==> config.mk <==
export PLATFORM = sky130hd
export DESIGN_NAME = exc_entry_ctrl
export DESIGN_NICKNAME = d
export VERILOG_FILES = /design/src/rtl/exc_entry_pkg.sv /design/src/rtl/exc_cause_arb.sv /design/src/rtl/exc_epc_calc.sv /design/src/rtl/exc_sr_update.sv /design/src/rtl/exc_entry_ctrl.sv
export SDC_FILE = /design/constraint.sdc
export NUM_CORES = 1
export LEC_CHECK = 0
export ABC_AREA = 1
export CAP_MARGIN = 20
export CORE_UTILIZATION = 46
export CTS_CLUSTER_DIAMETER = 50
export CTS_CLUSTER_SIZE = 24
export DETAILED_ROUTE_END_ITERATION = 7
export PLACE_DENSITY = 0.84
export SLEW_MARGIN = 10
export SYNTH_ARGS = -nofsm -noshare
export SYNTH_HDL_FRONTEND = slang
export SYNTH_SLANG_ARGS = --single-unit
export TNS_END_PERCENT = 100
==> constraint.sdc <==
create_clock -name clk -period 3.38 [get_ports clk]
set_input_delay 0.676 -clock clk [delete_from_list [all_inputs] [get_ports clk]]
set_output_delay 0.676 -clock clk [all_outputs]
set_load 0.03 [all_outputs]
==> src/rtl/exc_entry_pkg.sv <==
package exc_entry_pkg;

    // Defined cause space: indices 1 .. NUM_CAUSES-1 carry a vector.
    localparam int NUM_CAUSES = 15;
    localparam int CAUSE_W    = $clog2(NUM_CAUSES + 1);

    // Fixed cause encodings used by the arbiter and the return-address fixup.
    localparam logic [CAUSE_W-1:0] CAUSE_TICK    = CAUSE_W'(5);
    localparam logic [CAUSE_W-1:0] CAUSE_EXT     = CAUSE_W'(8);
    localparam logic [CAUSE_W-1:0] CAUSE_SYSCALL = CAUSE_W'(12);

    // Status word bit positions.
    localparam int SRB_SUPV  = 0;
    localparam int SRB_TMREN = 1;
    localparam int SRB_IRQEN = 2;
    localparam int SRB_DMMU  = 5;
    localparam int SRB_IMMU  = 6;
    localparam int SRB_DSMRK = 13;

    // Outcome of one arbitration round.
    typedef struct packed {
        logic               take;   // valid entry selected
        logic               bad;    // synchronous request with undefined cause
        logic [CAUSE_W-1:0] cause;  // selected cause index
    } pick_t;

    function automatic logic cause_defined(input logic [CAUSE_W-1:0] c);
        return (c != '0) && (int'(c) < NUM_CAUSES);
    endfunction

endpackage

==> src/rtl/exc_cause_arb.sv <==
module exc_cause_arb
    import exc_entry_pkg::*;
(
    input  logic               en_i,
    input  logic               sync_req_i,
    input  logic [CAUSE_W-1:0] sync_cause_i,
    input  logic               tick_i,
    input  logic               ext_i,
    input  logic               tmren_i,
    input  logic               irqen_i,
    output pick_t              pick_o
);

    always_comb begin
        pick_o = '0;
        if (en_i) begin
            if (sync_req_i) begin
                if (cause_defined(sync_cause_i)) begin
                    pick_o.take  = 1'b1;
                    pick_o.cause = sync_cause_i;
                end else begin
                    pick_o.bad = 1'b1;
                end
            end else if (tick_i && tmren_i) begin
                pick_o.take  = 1'b1;
                pick_o.cause = CAUSE_TICK;
            end else if (ext_i && irqen_i) begin
                pick_o.take  = 1'b1;
                pick_o.cause = CAUSE_EXT;
            end
        end
    end

endmodule

==> src/rtl/exc_epc_calc.sv <==
module exc_epc_calc #(
    parameter int XLEN = 32,
    parameter int INSN_BYTES = 4
) (
    input  logic [XLEN-1:0] pc_i,
    input  logic            dslot_i,
    input  logic            syscall_i,
    output logic [XLEN-1:0] epc_o
);

    localparam logic [XLEN-1:0] STEP = XLEN'(INSN_BYTES);

    logic [XLEN-1:0] back;
    logic [XLEN-1:0] fwd;

    always_comb begin
        back  = dslot_i   ? STEP : '0;
        fwd   = syscall_i ? STEP : '0;
        epc_o = pc_i - back + fwd;
    end

endmodule

==> src/rtl/exc_sr_update.sv <==
module exc_sr_update
    import exc_entry_pkg::*;
#(
    parameter int SR_W = 32
) (
    input  logic [SR_W-1:0] sr_i,
    input  logic            dslot_i,
    output logic [SR_W-1:0] sr_o
);

    localparam logic [SR_W-1:0] CLR_MASK =
        (SR_W'(1) << SRB_TMREN) | (SR_W'(1) << SRB_IRQEN) |
        (SR_W'(1) << SRB_DMMU)  | (SR_W'(1) << SRB_IMMU);
    localparam logic [SR_W-1:0] SET_SUPV  = SR_W'(1) << SRB_SUPV;
    localparam logic [SR_W-1:0] SET_DSMRK = SR_W'(1) << SRB_DSMRK;

    always_comb begin
        sr_o = (sr_i & ~CLR_MASK) | SET_SUPV;
        if (dslot_i) begin
            sr_o = sr_o | SET_DSMRK;
        end
    end

endmodule

==> src/rtl/exc_entry_ctrl.sv <==
module exc_entry_ctrl
    import exc_entry_pkg::*;
#(
    parameter int XLEN      = 32,
    parameter int SR_W      = 32,
    parameter int VEC_SHIFT = 8
) (
    input  logic               clk,
    input  logic               rst,
    input  logic [XLEN-1:0]    pc_i,
    input  logic [SR_W-1:0]    sr_i,
    input  logic               dslot_i,
    input  logic               ext_irq_i,
    input  logic               tick_irq_i,
    input  logic               sync_req_i,
    input  logic [CAUSE_W-1:0] sync_cause_i,
    output logic [XLEN-1:0]    epc_o,
    output logic [SR_W-1:0]    esr_o,
    output logic [SR_W-1:0]    sr_o,
    output logic               dslot_o,
    output logic               redirect_o,
    output logic [XLEN-1:0]    vector_o,
    output logic               flush_o,
    output logic               error_o
);

    pick_t           pick;
    logic            arb_en;
    logic [XLEN-1:0] epc_next;
    logic [SR_W-1:0] sr_entry;
    logic [XLEN-1:0] vec_next;

    // A request is not considered while the previous entry is being presented.
    assign arb_en   = !redirect_o;
    assign vec_next = XLEN'(pick.cause) << VEC_SHIFT;

    exc_cause_arb u_arb (
        .en_i         (arb_en),
        .sync_req_i   (sync_req_i),
        .sync_cause_i (sync_cause_i),
        .tick_i       (tick_irq_i),
        .ext_i        (ext_irq_i),
        .tmren_i      (sr_i[SRB_TMREN]),
        .irqen_i      (sr_i[SRB_IRQEN]),
        .pick_o       (pick)
    );

    exc_epc_calc #(.XLEN(XLEN)) u_epc (
        .pc_i      (pc_i),
        .dslot_i   (dslot_i),
        .syscall_i (pick.cause == CAUSE_SYSCALL),
        .epc_o     (epc_next)
    );

    exc_sr_update #(.SR_W(SR_W)) u_sr (
        .sr_i    (sr_i),
        .dslot_i (dslot_i),
        .sr_o    (sr_entry)
    );

    always_ff @(posedge clk) begin
        if (rst) begin
            epc_o      <= '0;
            esr_o      <= '0;
            sr_o       <= '0;
            dslot_o    <= 1'b0;
            redirect_o <= 1'b0;
            vector_o   <= '0;
            flush_o    <= 1'b0;
            error_o    <= 1'b0;
        end else begin
            redirect_o <= pick.take;
            flush_o    <= pick.take;
            error_o    <= pick.bad;
            if (pick.take) begin
                epc_o    <= epc_next;
                esr_o    <= sr_i;
                sr_o     <= sr_entry;
                dslot_o  <= 1'b0;
                vector_o <= vec_next;
            end else begin
                sr_o     <= sr_i;
                dslot_o  <= dslot_i;
            end
        end
    end

    AST_ERR_NO_REDIRECT: assert property (@(posedge clk) disable iff (rst)
        error_o |-> !redirect_o && !flush_o);

    AST_ERR_KEEPS_STATE: assert property (@(posedge clk) disable iff (rst)
        error_o |-> $stable(epc_o) && $stable(esr_o) && $stable(vector_o));

    AST_SINGLE_PULSE: assert property (@(posedge clk) disable iff (rst)
        redirect_o |=> !redirect_o);

    AST_FLUSH_ON_ENTRY: assert property (@(posedge clk) disable iff (rst)
        redirect_o |-> flush_o);

    AST_SUPERVISOR_ENTRY: assert property (@(posedge clk) disable iff (rst)
        redirect_o |-> sr_o[SRB_SUPV] && !sr_o[SRB_TMREN] && !sr_o[SRB_IRQEN]
                       && !sr_o[SRB_DMMU] && !sr_o[SRB_IMMU] && !dslot_o);

    AST_DSLOT_MARK: assert property (@(posedge clk) disable iff (rst)
        (redirect_o && $past(dslot_i)) |-> sr_o[SRB_DSMRK]);

    AST_ESR_COPY: assert property (@(posedge clk) disable iff (rst)
        redirect_o |-> esr_o == $past(sr_i));

    AST_VECTOR_ALIGNED: assert property (@(posedge clk) disable iff (rst)
        redirect_o |-> (vector_o[VEC_SHIFT-1:0] == '0) && (vector_o != '0));

endmodule

Yosys cells after proc, flatten, opt, wreduce, memory -nomap -nowiden

Index checks and enable logic that the tools add are counted.

Add/subtract/negate cells: 2
Multiplexer cells: 15
Reductions and logical operators: 6
Order comparisons: 1
Equality and inequality tests: 1
Bitwise logic cells: 1

Operators by type and width:

| kind                                              | count |
|---|---|
| adder 32 bit                                      | 1 |
| subtractor 32 bit                                 | 1 |
| 2-to-1 mux 14 bit                                 | 2 |
| 2-to-1 mux 4 bit                                  | 4 |
| 2-to-1 mux 1 bit                                  | 6 |
| 2-to-1 mux 3 bit                                  | 2 |
| 2-to-1 mux 6 bit                                  | 1 |
| == test 4 bit, second input constant              | 1 |
| less-than comparator 4 bit, second input constant | 1 |
| nonzero test 4 bit                                | 1 |
| logical AND 1 bit                                 | 3 |
| OR reduction 3 bit                                | 1 |
| OR reduction 2 bit                                | 1 |
| NOT 1 bit                                         | 1 |

Bits in registers: 103
Word-level logic and storage cells: 33

Longest topological paths before layout

Gate-level depths: netlist of the first run.

Depth after elaboration: 8
Gate-level depth with buffers: 22

By module

Synthesis of the first run repeated with hierarchy kept, for this count alone.

Cells, all modules: 1,068
Area, all modules: 6,680.2 um^2

Modules (own cells, without submodules):

| module         | cells each | area each (um^2) | instances | sequential area each (um^2) |
|---|---|---|---|---|
| exc_entry_ctrl | 477        | 3,837.4          | 1         | 2,062.0 |
| exc_epc_calc   | 520        | 2,431.1          | 1         | 0.0 |
| exc_sr_update  | 36         | 251.5            | 1         | 0.0 |
| exc_cause_arb  | 35         | 160.2            | 1         | 0.0 |

Worst setup path before layout of the first run

Ideal clock, no wire load.

Path kind: input to register
Start point: in tick_irq_i
End point: reg epc_o[22]
Library setup time: 0.113 ns
Data arrival time: 2.807 ns
Required time: 3.267 ns
Buffers on the path: 0
Slack: 0.460 ns
Stages on the path: 19
Path through: a21oi_1 nand3_1 o21ai_0 nand4_1 fa_1 inv_1 ha_1 inv_1 nand2_1 nor2_1 nand2_1 nand3_1 nand2_1 nand2_1 nand2_1 nand2_1 nand2_1 nand3_1 nand2_1

Cells in the longest elaborated chain, start to end: 7
Elaborated cells on any way between the ends: 9
Classes of those cells: 1 x add/sub; 1 x eq/ne; 6 x mux; 1 x reduce/logical

Ends and longest elaborated chain:

| element                | RTL line             | text |
|---|---|---|
| start: declaration     | exc_entry_ctrl.sv:14 | `input logic tick_irq_i,` |
| logical AND 1 bit *    | exc_cause_arb.sv:24  | `end else if (tick_i && tmren_i) begin` |
| 2-to-1 mux 4 bit       | exc_cause_arb.sv:24  |  |
| 2-to-1 mux 4 bit       | exc_cause_arb.sv:17  | `if (sync_req_i) begin` |
| 2-to-1 mux 6 bit *     | exc_cause_arb.sv:16  | `if (en_i) begin` |
| == test 4 bit          | exc_entry_ctrl.sv:51 | `.syscall_i (pick.cause == CAUSE_SYSCALL),` |
| 2-to-1 mux 3 bit       | exc_epc_calc.sv:18   | `fwd = syscall_i ? STEP : '0;` |
| adder 32 bit           | exc_epc_calc.sv:19   | `epc_o = pc_i - back + fwd;` |
| end signal: assignment | exc_entry_ctrl.sv:76 | `epc_o <= epc_next;` |
| end: declaration       | exc_entry_ctrl.sv:17 | `output logic [XLEN-1:0] epc_o,` |

Every way passes the cells marked *; elsewhere a longest branch is shown, timed or not.
A chain may end at the register's enable or synchronous reset.

Worst setup path after layout of the first run

Start point: in sr_i[2]
End point: reg epc_o[20]

Cells in the longest elaborated chain, start to end: 8
Elaborated cells on any way between the ends: 11
Classes of those cells: 1 x add/sub; 1 x eq/ne; 8 x mux; 1 x reduce/logical

Ends and longest elaborated chain:

| element             | RTL line             | text |
|---|---|---|
| start: declaration  | exc_entry_ctrl.sv:11 | `input logic [SR_W-1:0] sr_i,` |
| logical AND 1 bit * | exc_cause_arb.sv:27  | `end else if (ext_i && irqen_i) begin` |
| 2-to-1 mux 4 bit    | exc_cause_arb.sv:27  |  |
| 2-to-1 mux 4 bit    | exc_cause_arb.sv:24  |  |
| 2-to-1 mux 4 bit    | exc_cause_arb.sv:17  |  |
| 2-to-1 mux 6 bit *  | exc_cause_arb.sv:16  |  |
| == test 4 bit       | exc_entry_ctrl.sv:51 |  |
| 2-to-1 mux 3 bit    | exc_epc_calc.sv:18   |  |
| adder 32 bit        | exc_epc_calc.sv:19   |  |

Marks and branches as above.

==> results by group, run 1 <==
Synth
  • Post-synthesis sequential area ratio: 34.9%
  • Multiplexer area fraction after synthesis: 0%
  • Top cells by area, synth: dfxtp_1 (35%), nand2_1 (20%), inv_1 (11%)
  • Mean Syn Cell Area: around 6.5 µm²
  • Main combinational cell family by area after synthesis: simple AND/OR/NAND/NOR gates
  • Synth area leader: dfxtp_1
  • Area share of fa/ha/maj cells after synthesis: 6.70%
  • Post-Synth Simple-Gate Area: a little under a third
  • Post-synthesis xor/xnor area fraction: less than 1%
  • Main flop type after synthesis: dfxtp_1
  • Synthesized cell area: 0.00590 mm²
  • Share of flip-flops with an asynchronous set or reset: 0%
  • Synth Instances: 907
  • Post-synth EDFFs: 0
  • Netlist cell types: 34
  • Yosys warns: 0
  • Top-area cell type share of the netlist area: 34.9%
  • Synth Area in Compound Gates: 9.96%
  • FF+latch count, synth: 103

Timing
  • Worst Hold Slack: 0.453 ns
  • FMAX: 0.334 GHz
  • Final slew viol count: 0
  • Hold Fails Final Rpt: 0
  • Rel. slew slack: 54.0%
  • RSZ-0062 raised after global routing: false
  • Setup violators final: 0
  • Worst slew pin tran: 0.689 ns
  • Final Critical Period: 2.99 ns
  • Period utilisation layout: 88.5%
  • Final Skew: 0.00788 ns

Floorplan
  • Die Width: between 100 and 150 µm
  • Row Count: 41
  • Core area: about 0.013 mm²
  • Die ar.: 0.0133 mm²
  • Die H: 115 µm
  • Top Ports: 206
  • Initial core utilization: 47.0%

Cells and area
  • Commonest non-fill, non-tap cells in the layout: nand2_1 (308), inv_1 (172), clkdlybuf4s50_1 (170)
  • Syn-to-layout area delta: 38.8%
  • Layout cells sized above 1: 6.90%
  • # nets final: 1,201
  • Commonest non-fill, non-tap cell in the layout: nand2_1
  • # fillers: 1,102
  • Utilization after layout: about 65%

Status
  • Outcome: complete, no violations

Clock tree
  • CTS sink cnt: between 100 and 150
  • H-tree depth: 3
  • CTS Buf Count: 9
  • Skew-Pair Late Insertion Delay: 0.35 ns
  • Cts hold-fix bufs: 0
  • Clock buffer depth: 2
  • CTS tree: done
  • CTS clk-pin slew, worst paths: 0.07 ns
  • CTS root buf: clkbuf_16

Pwr
  • IR drop worst, VDD: 0.215 mV
  • Leak pwr: 4.29 nW
  • Pwr Total: 3.65 mW
  • Cell Pwr Density: 446 mW/mm²

Drt
  • Drt drc: 0
  • Final ANT Viol Nets: 0
  • Routed WL per cell: 12.1 µm
  • Via Count: 5,931
  • Detailed Routing Iterations Pass 1: 5
  • Routed WL: 15,500 µm
  • First-iteration detailed-routing DRC count: 351
  • DR vias/cell: 4.65

Global routing
  • Congestion Overflow GR: 0
  • Largest net degree at the start of global routing: 67
  • Vias in the first global route: 5,305
  • Total Routing Usage GR: 23.9%
  • Global-route wire length before repair: 24,500 µm
  • Initial antenna violation count: 3

Setup path
  • Critical Path Sink Type: register
  • Required time worst endpoint: between 3 and 4 ns
  • Critical Path AT: 3.24 ns
  • Critical path class: input pin to register
  • Worst-path fanout max: 4
  • CP startpoint kind: input pin

Min path
  • Worst hold-check path type: register to register

Job
  • Max Cap Viol: 0

Placement
  • IO buf count: roughly 180
  • Final GP Congestion: 0.917
  • Post-DP HPWL: approximately 12,000 µm
-- per-stage QoR --
step	cells	TNS [ns]	setup WS [ns]	area [µm²]
after floorplan	934	0	0.460	6000
after global placement	1256	-6.11	-0.297	7780
after detailed placement	1256	-6.59	-0.340	7780
after CTS	1272	0	0.0241	8090
after global routing	1275	0	0.168	8190
final	1276	0	0.388	8190
-- final cells by class --
type,count,area [µm²],share of cell area (%)
multi-input cells,608,2980,36.3
flip-flops and latches,103,2060,25.2
repair buffers,198,1960,23.9
inverters,176,663,8.10
clock buffers,11,243,2.96
well taps,172,215,2.63
clock inverters,5,63.8,0.779
diodes,3,7.51,0.0917
-- layer usage --
layer	share of wire [%]	track usage [%]
met1	41	27.2
met2	48	42.0
met5	0	0
met3	8.3	5.27
met4	2.5	11.8
-- worst paths after layout --
path / cells past startpoint / endpoint / slack (ns) / startpoint
worst max-delay path: 16 / epc_o[20] / 0.39 / sr_i[2]
worst min-delay path: 2 / epc_o[26] / 0.45 / epc_o[26]
worst max register to register: 18 / epc_o[20] / 0.76 / flush_o
worst min register to register: 2 / epc_o[26] / 0.45 / epc_o[26]
-- flip-flops by register name, summed over array words and instances (netlist names) --
register,count
flush_o,1
sr_o,32
vector_o,4
dslot_o,1
esr_o,32
error_o,1
epc_o,32
-- where the power goes --
part / total (mW) / internal [mW] / switching [mW]
sequential: 1.38 / 1.33 / 0.0519
clock: 1.08 / 0.602 / 0.474
combinational: 1.19 / 0.473 / 0.722
-- kinds of logic (layout without fill, tap and decap cells) --
group / after synthesis / after routing
xor gates and xnor gates: 5 / 5
adders and majority gates: 31 / 31
DFF: 103 / 103
and+or+nand+nor: 446 / 446
other: 1 / 31
AOI/OAI and AO/OA: 98 / 98
buffers and inverters: 223 / 390
-- cells in the mapped netlist (2+ instances only) --
cell type,n
nand2_1,311
nand2_4,2
buf_4,30
nand4_1,6
o21bai_1,3
a21oi_1,34
nand3_1,37
buf_1,2
xnor2_1,3
dfxtp_1,103
o21ai_0,20
buf_6,10
inv_1,174
a22o_1,2
buf_2,2
nand3b_1,2
clkbuf_1,2
ha_1,30
o21ai_2,20
nor3_1,2
xor2_1,2
nor2_1,81
and2_1,3
o21ai_1,16
-- what timing repair did --
| item | in CTS | in global routing |
|---|---|---|
| buffers inserted | 0 | 1 |
| gates resized for setup | 0 | 25 |
| endpoints found under the setup margin | 0 | 25 |
| endpoints found under the hold margin | 0 | 0 |
-- critical path, stage by stage --
cell and delay [ns]:
clkdlybuf4s50_1 0.49, nand3_1 0.11, o21ai_2 0.09, nand4_1 0.14, fa_1 0.58, inv_2 0.07
ha_4 0.27, inv_2 0.03, nand3_1 0.06, nand3_1 0.12, nand2_1 0.11, nand3_2 0.10
nand2_1 0.11, nand3b_1 0.10, nand3_1 0.11, nand2_1 0.05
No activity file was read; power rests on OpenSTA's default activity.
==> run 2: changes to the inputs <==
CORE_UTILIZATION = 50   (was 46)
PLACE_DENSITY = 0.9   (was 0.84)
clock period = 3.85 ns   (was 3.38 ns; I/O delays follow)
==> run 2 against run 1 <==
Die area fell by 7.9%. Global-route usage rose by 1.4 points. Via count fell by 1.1%. Highest routed layer unchanged.
==> results by group, run 2 (synthesis results as in run 1) <==
Timing
  • RSZ-0062 raised after global routing: false (unchanged)
  • Rel. slew slack: 53.9% (was 54.0%)
  • Final Critical Period: 3.52 ns
  • Period utilisation layout: 91.4%
  • Worst Hold Slack: 0.450 ns (was 0.453 ns)
  • FMAX: 0.284 GHz
  • Final Skew: 0.00507 ns (was 0.00788 ns)
  • Worst slew pin tran: 0.691 ns (was 0.689 ns)
  • Final slew viol count: 0 (unchanged)
  • Setup violators final: 0 (unchanged)
  • Hold Fails Final Rpt: 0 (unchanged)
  • Setup TNS: 0 ns (unchanged)
  • Final setup margin: 0.331 ns (was 0.388 ns)

Setup path
  • CP Launch Point: sync_cause_i[2] (was sr_i[2])
  • CP startpoint kind: input pin (unchanged)
  • RR Startpoint: flush_o (unchanged)
  • Cell repeated most along the worst path: nand2_1 (was nand3_1)
  • Worst-path fanout max: 4 (unchanged)
  • Required time worst endpoint: 4.09 ns (was 3.62 ns)
  • Slowest-stage cell, CP: clkdlybuf4s50_1 (was fa_1)
  • Critical Path AT: 3.76 ns (was 3.24 ns)
  • CP peak stage delay: 0.53 ns (was 0.58 ns)
  • Critical path cell sequence: clkdlybuf4s50_1, nor2_1, nand2_1, nand2_1, nand2_1, nand2_1, inv_1, nand4_1, fa_1, inv_1, ha_1, inv_1, nand3_1, nand3_1, nand2_1, nand3_1, nand2_1, nand3_1, nand3_1, nand2_1 (was clkdlybuf4s50_1, nand3_1, o21ai_2, nand4_1, fa_1, inv_2, ha_4, inv_2, nand3_1, nand3_1, nand2_1, nand3_2, nand2_1, nand3b_1, nand3_1, nand2_1)
  • CP bufs+invs: 4 (was 3)
  • Top Family by Delay on Critical Path: simple AND/OR/NAND/NOR gates (unchanged)
  • Critical Path Sink Type: register (unchanged)
  • Critical path class: input pin to register (unchanged)

Drt
  • Drt drc: 0 (unchanged)
  • First-iteration detailed-routing DRC count: 330 (was 351)
  • Routed WL per cell: 12.3 µm (was 12.1 µm)
  • Final ANT Viol Nets: 0 (unchanged)
  • Detailed Routing Iterations Pass 1: 4 (was 5)
  • Routed WL: 15,200 µm (was 15,500 µm)
  • DR vias/cell: 4.77 (was 4.65)
  • Via Count: 5,863 (was 5,931)

Min path
  • Hold Path Origin: epc_o[23] (was epc_o[26])
  • Worst hold-check path type: register to register (unchanged)

Floorplan
  • Die Width: 111 µm (was 115 µm)
  • Top Ports: 206 (unchanged)
  • Die ar.: 0.0122 mm² (was 0.0133 mm²)
  • Initial core utilization: 51.5% (was 47.0%)
  • Row Count: 39 (was 41)
  • Core area: 0.0115 mm² (was 0.0126 mm²)
  • Die H: 111 µm (was 115 µm)

Placement
  • Pre-CTS setup slack: -0.0399 ns (was -0.340 ns)
  • Final GP Congestion: 0.905 (was 0.917)
  • Post-DP HPWL: 11,900 µm (was 12,100 µm)
  • IO buf count: 177 (unchanged)
  • Post-DP Area: 0.00764 mm² (was 0.00778 mm²)
  • Placed cells: 1,214 (was 1,256)

Global routing
  • Total Routing Usage GR: 25.3% (was 23.9%)
  • Vias in the first global route: 5,474 (was 5,305)
  • Initial antenna violation count: 0 (was 3)
  • Congestion Overflow GR: 0 (unchanged)
  • Global-route wire length before repair: 25,200 µm (was 24,500 µm)
  • Largest net degree at the start of global routing: 67 (unchanged)

Clock tree
  • H-tree depth: 3 (unchanged)
  • CTS Buf Count: 9 (unchanged)
  • CTS sink cnt: 103 (unchanged)
  • CTS root buf: clkbuf_16 (unchanged)
  • CTS clk-pin slew, worst paths: 0.07 ns (about the same)
  • Post-CTS Resized: 0 (unchanged)
  • Clock buffer depth: 2 (unchanged)
  • Skew-Pair Late Insertion Delay: 0.34 ns (was 0.35 ns)
  • CTS tree: done (unchanged)
  • Cts hold-fix bufs: 0 (unchanged)
  • Number of setup buffers added after CTS: 0 (unchanged)

Job
  • Max Cap Viol: 0 (unchanged)

Status
  • Outcome: complete, no violations (unchanged)

Pwr
  • Pwr Total: 3.17 mW (was 3.65 mW)
  • IR drop worst, VDD: 0.292 mV (was 0.215 mV)
  • Leak pwr: 4.14 nW (was 4.29 nW)
  • Cell Pwr Density: 398 mW/mm² (was 446 mW/mm²)

Cells and area
  • Layout cells sized above 1: 4.60% (was 6.90%)
  • Final Cell Area: 0.00795 mm² (was 0.00819 mm²)
  • N_diodes: 0 (was 3)
  • Commonest non-fill, non-tap cell in the layout: nand2_1 (unchanged)
  • Syn-to-layout area delta: 34.7% (was 38.8%)
  • Final Non-Filler Cells: 1,230 (was 1,276)
  • Largest regs: epc_o x32, esr_o x32, sr_o x32 (unchanged)
  • # nets final: 1,187 (was 1,201)
  • Utilization after layout: 69.3% (was 65.2%)
  • Commonest non-fill, non-tap cells in the layout: nand2_1 (311), clkdlybuf4s50_1 (177), inv_1 (174) (was nand2_1 (308), inv_1 (172), clkdlybuf4s50_1 (170))
-- run 2: cell count changes in the layout (fill, tap and decap cells not counted), sizes merged --
cell | previous run | this run
buf | 21 | 7
clkbuf | 11 | 10
clkdlybuf4s50 | 170 | 177
clkinv | 1 | 2
diode | 3 | 0
dlymetal6s2s | 7 | 0
-- run 2: power by group --
group / internal (mW) / switching (mW) / leakage, nW
Combinational: 0.390 / 0.625 / 3.14
Clock: 0.516 / 0.423 / 0.147
Sequential: 1.16 / 0.0487 / 0.853
-- run 2: final timing paths --
check,endpoint,slack (ns),depth (start not counted)
max reg2reg,epc_o[28],1.01,18
min,epc_o[23],0.45,2
max,epc_o[28],0.33,20
min reg2reg,epc_o[23],0.45,2
-- run 2: tightest hold or removal path, stage by stage, from the launching register on --
cell and delay [ns]:
dfxtp_1 0.31, nand2_1 0.06, nand2_1 0.04
-- run 2: cell type report --
type	instances	area [µm²]
Clock buffer	10	229
Clock inverter	6	77.6
Fill cell	989	3520
Inverter	176	663
Multi-Input combinational cell	608	2920
Sequential cell	103	2060
Tap cell	143	179
Timing Repair Buffer	184	1820
-- run 2: layer usage --
metal  track usage [%]  routed length (µm)
met1              30.5                6600
met2              44.7                7400
met3              3.24                 768
met4              11.2                 391
met5                 0                   0
==> run 3: changes to the inputs <==
CORE_UTILIZATION = 42   (was 50)
CTS_CLUSTER_SIZE = unset   (was 24)
PLACE_DENSITY = 0.81   (was 0.9)
clock period = 3 ns   (was 3.85 ns; I/O delays follow)
==> run 3 against run 2 <==
Clock power up 40%. Via count up 1.3%. Clock-buffer cell count increased by 1. Critical path type unchanged. Critical endpoint is now epc_o[12]. Largest cell class unchanged. Highest routed layer unchanged.
==> results by group, run 3 (synthesis results as in run 1) <==
Pwr
  • Leak pwr: 4.28 nW (was 4.14 nW)
  • Cell Pwr Density: 513 mW/mm² (was 398 mW/mm²)
  • IR drop worst, VDD: 0.248 mV (was 0.292 mV)
  • Pwr Total: 4.23 mW (was 3.17 mW)

Floorplan
  • Core area: 0.0135 mm² (was 0.0115 mm²)
  • Die H: 121 µm (was 111 µm)
  • Row Count: 42 (was 39)
  • Initial core utilization: 43.9% (was 51.5%)
  • Die ar.: 0.0145 mm² (was 0.0122 mm²)
  • Die Width: 121 µm (was 111 µm)
  • Top Ports: 206 (unchanged)

Setup path
  • Critical path depth: 16 (was 20)
  • Critical path cell sequence: clkdlybuf4s50_1, nand3_1, o21ai_2, nand4_1, fa_1, inv_2, ha_4, inv_2, nand3_1, nand3_2, nand2_1, nand3_2, buf_4, a21oi_1, o21ai_1, nand2_1 (was clkdlybuf4s50_1, nor2_1, nand2_1, nand2_1, nand2_1, nand2_1, inv_1, nand4_1, fa_1, inv_1, ha_1, inv_1, nand3_1, nand3_1, nand2_1, nand3_1, nand2_1, nand3_1, nand3_1, nand2_1)
  • CP bufs+invs: 4 (unchanged)
  • Required time worst endpoint: 3.31 ns (was 4.09 ns)
  • Critical Path AT: 3.14 ns (was 3.76 ns)
  • CP startpoint kind: input pin (unchanged)
  • Top Family by Delay on Critical Path: adder cells (was simple AND/OR/NAND/NOR gates)
  • CP peak stage delay: 0.52 ns (was 0.53 ns)
  • Critical Path Sink Type: register (unchanged)
  • Worst-path fanout max: 3 (was 4)
  • Slowest-stage cell, CP: fa_1 (was clkdlybuf4s50_1)
  • Critical path class: input pin to register (unchanged)
  • R2R cell count: 18 (unchanged)

Clock tree
  • CTS Buf Count: 9 (unchanged)
  • H-tree depth: 3 (unchanged)
  • Cts hold-fix bufs: 0 (unchanged)
  • Clock buffer depth: 2 (unchanged)
  • CTS clk-pin slew, worst paths: 0.08 ns (was 0.07 ns)
  • Skew-Pair Late Insertion Delay: 0.36 ns (was 0.34 ns)
  • CTS sink cnt: 103 (unchanged)
  • CTS tree: done (unchanged)
  • CTS root buf: clkbuf_16 (unchanged)

Placement
  • Post-DP HPWL: 12,400 µm (was 11,900 µm)
  • IO buf count: 177 (unchanged)
  • Final GP Congestion: 0.964 (was 0.905)

Timing
  • Final slew viol count: 0 (unchanged)
  • Rel. slew slack: 65.5% (was 53.9%)
  • Worst slew pin tran: 0.517 ns (was 0.691 ns)
  • Hold Fails Final Rpt: 0 (unchanged)
  • Period utilisation layout: 94.3%
  • Setup violators final: 0 (unchanged)
  • Final Skew: 0.00796 ns (was 0.00507 ns)
  • FMAX: 0.354 GHz
  • Final Critical Period: 2.83 ns
  • RSZ-0062 raised after global routing: true (was false)
  • Setup TNS: 0 ns (unchanged)

Drt
  • Drt drc: 0 (unchanged)
  • Detailed Routing Iterations Pass 1: 5 (was 4)
  • First-iteration detailed-routing DRC count: 326 (was 330)
  • Via Count: 5,941 (was 5,863)
  • Final ANT Viol Nets: 0 (unchanged)
  • DR vias/cell: 4.63 (was 4.77)
  • Routed WL: 15,800 µm (was 15,200 µm)
  • Routed WL per cell: 12.3 µm (about the same)

Global routing
  • Largest net degree at the start of global routing: 31 (was 67)
  • Vias in the first global route: 5,222 (was 5,474)
  • Total Routing Usage GR: 22.1% (was 25.3%)
  • Global-route wire length before repair: 25,200 µm (about the same)
  • Congestion Overflow GR: 0 (unchanged)
  • Initial antenna violation count: 0 (unchanged)

Status
  • Outcome: complete, no violations (unchanged)

Cells and area
  • Syn-to-layout area delta: 39.5% (was 34.7%)
  • # nets final: 1,207 (was 1,187)
  • Largest regs: epc_o x32, esr_o x32, sr_o x32 (unchanged)
  • Layout cells sized above 1: 8.49% (was 4.60%)
  • Commonest non-fill, non-tap cell in the layout: nand2_1 (unchanged)
  • Commonest non-fill, non-tap cells in the layout: nand2_1 (306), inv_1 (172), clkdlybuf4s50_1 (169) (was nand2_1 (311), clkdlybuf4s50_1 (177), inv_1 (174))
  • N_diodes: 0 (unchanged)

Min path
  • Worst hold-check path type: register to register (unchanged)
  • Worst Hold Depth: 2 (unchanged)

Job
  • Max Cap Viol: 0 (unchanged)
[run 3: cell count changes in the layout (fill, tap and decap cells not counted), sizes merged]
cell | before | now
clkdlybuf4s50 | 177 | 169
clkinv | 2 | 0
clkbuf | 10 | 16
dlygate4sd2 | 0 | 2
buf | 7 | 28
bufinv | 1 | 2
[run 3: metal layers]
| layer | wire [µm] | GRT usage (%) |
|---|---|---|
| met5 | 0 | 0 |
| met4 | 271 | 7.95 |
| met3 | 1090 | 4.29 |
| met2 | 7580 | 38.5 |
| met1 | 6850 | 27.0 |
[run 3: final timing paths]
check,startpoint,slack [ns],to
hold reg to reg,epc_o[6],0.45,epc_o[6]
setup / recovery,ext_irq_i,0.17,epc_o[12]
hold / removal,epc_o[6],0.45,epc_o[6]
setup reg to reg,flush_o,0.41,epc_o[12]
[run 3: per-stage QoR]
| stage | utilization, % | worst slack (ns) | cell area (µm²) | hold WS (ns) | instances |
|---|---|---|---|---|---|
| after global placement | 58.2 | -0.686 | 7840 | 0.438 | 1266 |
| after floorplan | - | 0.156 | 6000 | 0.576 | 934 |
| final | 61.2 | 0.172 | 8230 | 0.451 | 1283 |
| after CTS | 60.9 | 0.00231 | 8190 | 0.454 | 1282 |
| after detailed placement | 58.2 | -0.788 | 7840 | 0.439 | 1266 |
| after global routing | 61.2 | -0.0446 | 8230 | 0.467 | 1283 |
[run 3: final cells by class]
type | count | area, µm²
Clock buffer | 11 | 243
Clock inverter | 5 | 87.6
Fill cell | 1204 | 5220
Inverter | 176 | 663
Multi-Input combinational cell | 608 | 3000
Sequential cell | 103 | 2060
Tap cell | 176 | 220
Timing Repair Buffer | 204 | 1950
[run 3: repair_timing]
action	in CTS	in global routing
hold endpoints to repair	0	0
setup buffers	0	1
pin swaps	5	4
setup endpoints to repair	29	26
resized for setup	21	26
[run 3: worst reg2reg max path: cells and delay by family (launching register included)]
| kind | cells | cell delay (ns) |
|---|---|---|
| buf+inv | 5 | 0.36 |
| compound gates | 3 | 0.28 |
| fa+ha+maj | 2 | 0.79 |
| flops | 1 | 0.35 |
| simple gates | 8 | 0.77 |
[run 3: power breakdown]
part           internal [mW]  switching [mW]  total (mW)
sequential              1.49          0.0581        1.55
combinational          0.541           0.821        1.36
clock                  0.764           0.550        1.31
